`src/rtl/gwi_pkg.sv`:
```
package gwi_pkg;

    // State remembers the mode and strobe level sampled in the previous cycle
    typedef enum logic [1:0] {
        ST_PAR_HOLD   = 2'b00,
        ST_PAR_OPEN   = 2'b01,
        ST_SER_ARMED  = 2'b10,
        ST_SER_LOCKED = 2'b11
    } gwi_state_e;

    // Pin roles inside the data bus in serial mode
    localparam int SDATA_IDX = 0;
    localparam int SCLK_IDX  = 1;

endpackage

```
`src/rtl/gwi_sync.sv`:
```
module gwi_sync #(
    parameter int W      = 1,
    parameter int STAGES = 2
) (
    input  logic         clk,
    input  logic         rst,
    input  logic [W-1:0] d,
    output logic [W-1:0] q
);

    logic [STAGES-1:0][W-1:0] chain;

    always_ff @(posedge clk) begin
        if (rst) begin
            chain <= '0;
        end else begin
            chain[0] <= d;
            for (int i = 1; i < STAGES; i++) begin
                chain[i] <= chain[i-1];
            end
        end
    end

    assign q = chain[STAGES-1];

endmodule

```
`src/rtl/gwi_rise.sv`:
```
module gwi_rise (
    input  logic clk,
    input  logic rst,
    input  logic lvl,
    output logic rise
);

    logic lvl_prev;

    always_ff @(posedge clk) begin
        if (rst) begin
            lvl_prev <= 1'b0;
        end else begin
            lvl_prev <= lvl;
        end
    end

    assign rise = lvl & ~lvl_prev;

endmodule

```
`src/rtl/gwi_ctrl.sv`:
```
module gwi_ctrl
    import gwi_pkg::*;
(
    input  logic clk,
    input  logic rst,
    input  logic mode_s,
    input  logic str_s,
    input  logic sclk_rise,
    output logic load_par,
    output logic load_ser,
    output logic shift_en
);

    gwi_state_e state_q;
    gwi_state_e state_d;

    // State register
    always_ff @(posedge clk) begin
        if (rst) begin
            state_q <= ST_PAR_HOLD;
        end else begin
            state_q <= state_d;
        end
    end

    // Next state: the sampled mode/strobe pair
    always_comb begin
        unique case ({mode_s, str_s})
            2'b00:   state_d = ST_PAR_HOLD;
            2'b01:   state_d = ST_PAR_OPEN;
            2'b10:   state_d = ST_SER_ARMED;
            default: state_d = ST_SER_LOCKED;
        endcase
    end

    // Outputs
    always_comb begin
        load_par = !mode_s && str_s;
        shift_en = mode_s && !str_s && sclk_rise;
        unique case (state_q)
            ST_PAR_HOLD,
            ST_SER_ARMED:  load_ser = mode_s && str_s;
            ST_PAR_OPEN,
            ST_SER_LOCKED: load_ser = 1'b0;
            default:       load_ser = 1'b0;
        endcase
    end

endmodule

```
`src/rtl/gwi_shift.sv`:
```
module gwi_shift #(
    parameter int W = 4
) (
    input  logic         clk,
    input  logic         rst,
    input  logic         en,
    input  logic         bit_in,
    output logic [W-1:0] q
);

    always_ff @(posedge clk) begin
        if (rst) begin
            q <= '0;
        end else if (en) begin
            q <= {q[W-2:0], bit_in};
        end
    end

endmodule

```
`src/rtl/gwi_gain_reg.sv`:
```
module gwi_gain_reg #(
    parameter int W = 4
) (
    input  logic         clk,
    input  logic         rst,
    input  logic         load_par,
    input  logic [W-1:0] par_word,
    input  logic         load_ser,
    input  logic [W-1:0] ser_word,
    output logic [W-1:0] q
);

    always_ff @(posedge clk) begin
        if (rst) begin
            q <= '0;
        end else if (load_par) begin
            q <= par_word;
        end else if (load_ser) begin
            q <= ser_word;
        end
    end

endmodule

```
`src/rtl/gain_word_if.sv`:
```
module gain_word_if
    import gwi_pkg::*;
#(
    parameter int WORD_W      = 4,
    parameter int SYNC_STAGES = 2
) (
    input  logic              clk,
    input  logic              rst,
    input  logic              mode_sel,
    input  logic              strobe_in,
    input  logic [WORD_W-1:0] data_in,
    output logic [WORD_W-1:0] gain_q
);

    localparam int BUS_W = WORD_W + 2;

    logic [BUS_W-1:0]  raw_bus;
    logic [BUS_W-1:0]  syn_bus;
    logic              mode_s;
    logic              str_s;
    logic [WORD_W-1:0] dat_s;
    logic              sclk_rise;
    logic              load_par;
    logic              load_ser;
    logic              shift_en;
    logic [WORD_W-1:0] shift_q;

    assign raw_bus = {mode_sel, strobe_in, data_in};

    gwi_sync #(.W(BUS_W), .STAGES(SYNC_STAGES)) u_sync (
        .clk (clk),
        .rst (rst),
        .d   (raw_bus),
        .q   (syn_bus)
    );

    assign mode_s = syn_bus[BUS_W-1];
    assign str_s  = syn_bus[BUS_W-2];
    assign dat_s  = syn_bus[WORD_W-1:0];

    gwi_rise u_sclk_rise (
        .clk  (clk),
        .rst  (rst),
        .lvl  (dat_s[SCLK_IDX]),
        .rise (sclk_rise)
    );

    gwi_ctrl u_ctrl (
        .clk       (clk),
        .rst       (rst),
        .mode_s    (mode_s),
        .str_s     (str_s),
        .sclk_rise (sclk_rise),
        .load_par  (load_par),
        .load_ser  (load_ser),
        .shift_en  (shift_en)
    );

    gwi_shift #(.W(WORD_W)) u_shift (
        .clk    (clk),
        .rst    (rst),
        .en     (shift_en),
        .bit_in (dat_s[SDATA_IDX]),
        .q      (shift_q)
    );

    gwi_gain_reg #(.W(WORD_W)) u_gain (
        .clk      (clk),
        .rst      (rst),
        .load_par (load_par),
        .par_word (dat_s),
        .load_ser (load_ser),
        .ser_word (shift_q),
        .q        (gain_q)
    );

endmodule

```
`config.mk`:
```
export PLATFORM = sky130hd
export DESIGN_NAME = gain_word_if
export DESIGN_NICKNAME = d
export VERILOG_FILES = /design/src/rtl/gwi_pkg.sv /design/src/rtl/gwi_sync.sv /design/src/rtl/gwi_rise.sv /design/src/rtl/gwi_ctrl.sv /design/src/rtl/gwi_shift.sv /design/src/rtl/gwi_gain_reg.sv /design/src/rtl/gain_word_if.sv
export SDC_FILE = /design/constraint.sdc
export NUM_CORES = 1
export LEC_CHECK = 0
export BUFFER_PORTS_ARGS = -buffer_cell sky130_fd_sc_hd__buf_2
export CORE_UTILIZATION = 40
export DETAILED_ROUTE_END_ITERATION = 6
export PLACE_DENSITY = 0.58
export SYNTH_ARGS = -nofsm -noshare
export SYNTH_HDL_FRONTEND = slang
export SYNTH_SLANG_ARGS = --single-unit
export TNS_END_PERCENT = 100
```
`constraint.sdc`:
```
create_clock -name clk -period 1.33 [get_ports clk]
set_input_delay 0.3325 -clock clk [delete_from_list [all_inputs] [get_ports clk]]
set_output_delay 0.3325 -clock clk [all_outputs]
set_load 0.1 [all_outputs]
```
### Yosys cells after proc, flatten, opt, wreduce, memory -nomap -nowiden

Index checks and enable logic that the tools add are counted.

* register bits after elaboration: 23
* latch bits: 0
* bits in writable memories: 0
* ROM bits: 0
* input port bits: 8
* output and inout bits: 4
* memories: 0

* $add $sub $neg: 0
* multiply operators: 0
* div/mod/pow operators: 0
* $lt $le $gt $ge: 0
* equality and inequality tests: 5
* shift-type cells: 0
* muxes and demuxes: 4
* bitwise logic cells: 2
* reduce and logical (&&, ||, !) cells: 11

Operators by type and width (number)
* $mux W4: 2
* $eq A2 B2 Y1 const B: 3
* $pmux W2 S3: 1
* $eq A2 B1 Y1 const B: 2
* $logic_and A1 B1 Y1: 4
* $logic_not A2 Y1: 2
* $reduce_or A2 Y1: 2
* $logic_not A1 Y1: 2
* $pmux W1 S2: 1
* $reduce_bool A2 Y1: 1
* $and A1 B1 Y1: 1
* $not A1 Y1: 1

### Depth between registers and ports, before layout

* depth in word-level cells: 5
* mapped depth: 4
* depth with buffers taken out: 3

### By module

From an unflattened synthesis, not the netlist that was laid out.

* cells, all modules: 70
* area total of the unflattened synthesis: 839.6 µm²

Modules (own cells, without submodules)
* gwi_sync: times used 1, cells an instance 31, area an instance 411.6 µm²
* gwi_gain_reg: times used 1, cells an instance 18, area an instance 190.2 µm²
* gwi_shift: times used 1, cells an instance 13, area an instance 140.1 µm²
* gwi_ctrl: times used 1, cells an instance 5, area an instance 50.0 µm²
* gwi_rise: times used 1, cells an instance 3, area an instance 47.5 µm²

### Worst setup path after synthesis

OpenSTA, ideal clock, no wires.

* path type: register to register
* start point: reg u_gain.q[0] (netlist name)
* end point: reg u_gain.q[0]
* library setup time: 0.092 ns
* arrival time: 1.184 ns
* required time: 1.238 ns
* slack: 0.054 ns
* stages on the path, launching flop included: 3
* path buffers: 0
* period minus slack after synthesis: 1.276 ns
* cell sequence: dfxtp_1 -> nor2_1 -> nor4_1

RTL lines
* end signal, assigned: RTL line gwi_gain_reg.sv:17 `q <= par_word;`
* end signal, assigned: RTL line gwi_gain_reg.sv:19 `q <= ser_word;`
* end, declared: RTL line gwi_gain_reg.sv:10 `output logic [W-1:0] q`

### Worst setup path in the final report

* start point: reg u_gain.q[3]
* end point: out gain_q[3]

RTL lines
* end, declared: RTL line gain_word_if.sv:12 `output logic [WORD_W-1:0] gain_q`

No word-level cell between the ends.

==> flow_summary.toml <==
[status]
status = "finished clean"

[final_layout]
drive_gt1_share_pct = 21.3
fin_util_pct = 56.0
finalNetCount = 89
num_antenna_cells = 0
final_cells = 96
layout-area-overhead-vs-synth_pct = 24.3

[setup_path]
cp_top_family = "flip-flops"
crit_path_end_kind = "primary output"
arrival_ns = 0.90
slowest_delay_ns = 0.40
slowest_stage = "dfxtp_1"
path_cells = "buf_12"
cp-start-kind = "flop"
cp.required_ns = 1.00
path_class = "reg -> out"
crit_fanout = 2
worstPathBufferInverterCount = 1

[synthesis]
yosysSeqAreaShare_pct = 62.0
synth_ff_type = "dfxtp_1"
synthTopCellsByCount = "dfxtp_1, nor2_1, nor2b_1"
synth.most_common_cell = "dfxtp_1"
ys_ff_latch = 22
netlist_area_um2 = 711
synth-edff-count = 0
syn-num-nets = 75
synthArstFlopShare_pct = 0
avgSynthCellArea_um2 = 10.6
yosys.cell_types.count = 12
yosys_warnings = 0
synthCells = 67
netlist.area_leader.share_pct = 62.0
yosys-top-cells-area = "dfxtp_1, nor2b_1, nor2_1"
yosysTopAreaCell = "dfxtp_1"

[cts]
cts_tree = "done"
root_buffer = "clkbuf_4"
h-tree-depth = 1
postCtsSetupBuffers = 0
clock_sinks = 22
path_clk_slew_ns = 0.12
holdBufCountCts = 0
numCtsBuffers = 3
max-clock-path-buffers = 2
worstSkewPairLatency_ns = 0.30
cts_resized = 0

[placement]
hpwl_um = 636
portBuffers = 11
placedCellCount = 92
place_congestion = 0.659
place_ws_ns = 0.175

[die]
die_h_um = 44.2
start_util_pct = 45.1
die_area_mm2 = 0.00195
core-area_mm2 = 0.00158
die_w_um = 44.2
placementRows = 14
ios = 12

[timing]
drv_slew = 0
finClkSkew_ns = 0.00259
setup_viol_count_final = 0
hold_viol_final = 0
max_slew_margin_pct = 74.9
period_needed_ns = 1.23
worst_pin_slew_ns = 0.376
rsz0062_at_grt = "no"
setup_ws_ns = 0.0973
min_period_over_period_pct = 92.7
fmax_ghz = 0.811
final.setup.tns_ns = 0

[grt]
grt_max_degree = 23
grt-ovfl-total = 0
grt_pass1_vias = 381
antenna_found_initial = 0
gr-usage-all-layers_pct = 12.4
grt_pass1_wl_mm = 1.68

[power_and_ir_drop]
pwr_density_cell_mw_per_mm2 = 1490
p_leak_uw = 0.000365
worst_ir_drop_vdd_mv = 0.996
p_total_uw = 1310

[routing]
first_pass_iters = 4
drc = 0
initialDrtViolationCount = 6
wirelength_um = 986
vias = 456
ant_nets = 0
avgRoutedWirePerCell_um = 10.3
vias_per_cell = 4.75

[flow_run]
maxCapViolations = 0

[hold_path]
hold_class = "in -> reg"
## cells in the final DEF, fill, tap and decap left out
cell type,Yosys,layout
a21boi_2,1,1
buf_12,0,4
buf_2,0,7
buf_4,1,1
bufinv_16,0,1
clkbuf_4,0,3
dfxtp_1,22,22
mux2i_1,4,4
nand2b_1,1,1
nand3b_1,1,1
nor2_1,16,16
nor2b_1,14,14
nor4_1,4,4
nor4bb_1,1,1
## path summary, 6_finish.rpt
kind	cells after the start	slack, ns	startpoint	endpoint
max	1	0.1	u_gain.q[3]	gain_q[3]
min reg2reg	1	0.45	u_sync.chain[2]	u_sync.q[2]
min	2	0.22	data_in[1]	u_sync.chain[1]
max reg2reg	4	0.17	u_sync.q[4]	u_shift.q[0]
## where the power goes
| group | internal (uW) | switching [uW] | total (uW) |
|---|---|---|---|
| Combinational | 47.8 | 70.4 | 118 |
| Clock | 305 | 195 | 500 |
| Sequential | 684 | 13.0 | 697 |
## layout make-up
cell class / count / area [um^2]
Fill cell: 151 / 693
Sequential cell: 22 / 440
Multi-Input combinational cell: 42 / 248
Timing Repair Buffer: 12 / 123
Clock inverter: 1 / 30.0
Clock buffer: 3 / 22.5
Tap cell: 16 / 20.0
## cells by family (layout without fill, tap and decap cells)
family / after synthesis / count (layout) / share of synthesized area (%)
AND/OR/NAND/NOR: 37 / 37 / 27.6
buffers and inverters: 3 / 16 / 3.17
AO/OA/AOI/OAI: 1 / 1 / 1.58
multiplexers: 4 / 4 / 5.63
flip-flops: 22 / 22 / 62.0
## sequential cells by signal, indices dropped and copies added (netlist names)
signal and count:
u_sync.q 6, u_sclk_rise.lvl_prev 1, u_shift.q 4, u_ctrl.state_q 1, u_sync.chain 6, u_gain.q 4
## metrics by stage
step	hold WS (ns)	instance area, um^2
after floorplan	0.404	711
after global placement	0.419	831
after detailed placement	0.420	831
after CTS	0.216	883
after global routing	0.214	883
final	0.224	883
## per-layer routing
metal	GRT usage, %	routed length [um]	up-vias
li1	-	-	243
met1	15.5	508	200
met2	17.1	411	11
met3	6.12	47	2
met4	7.27	19	0
met5	0	0	-
## worst reg2reg max path, stage by stage (launching register included)
cell and delay [ns]:
dfxtp_1 0.35, nor4bb_1 0.27, buf_4 0.19, mux2i_1 0.18
nor2_1 0.05
Note: power is estimated with default switching activity, not from simulation.
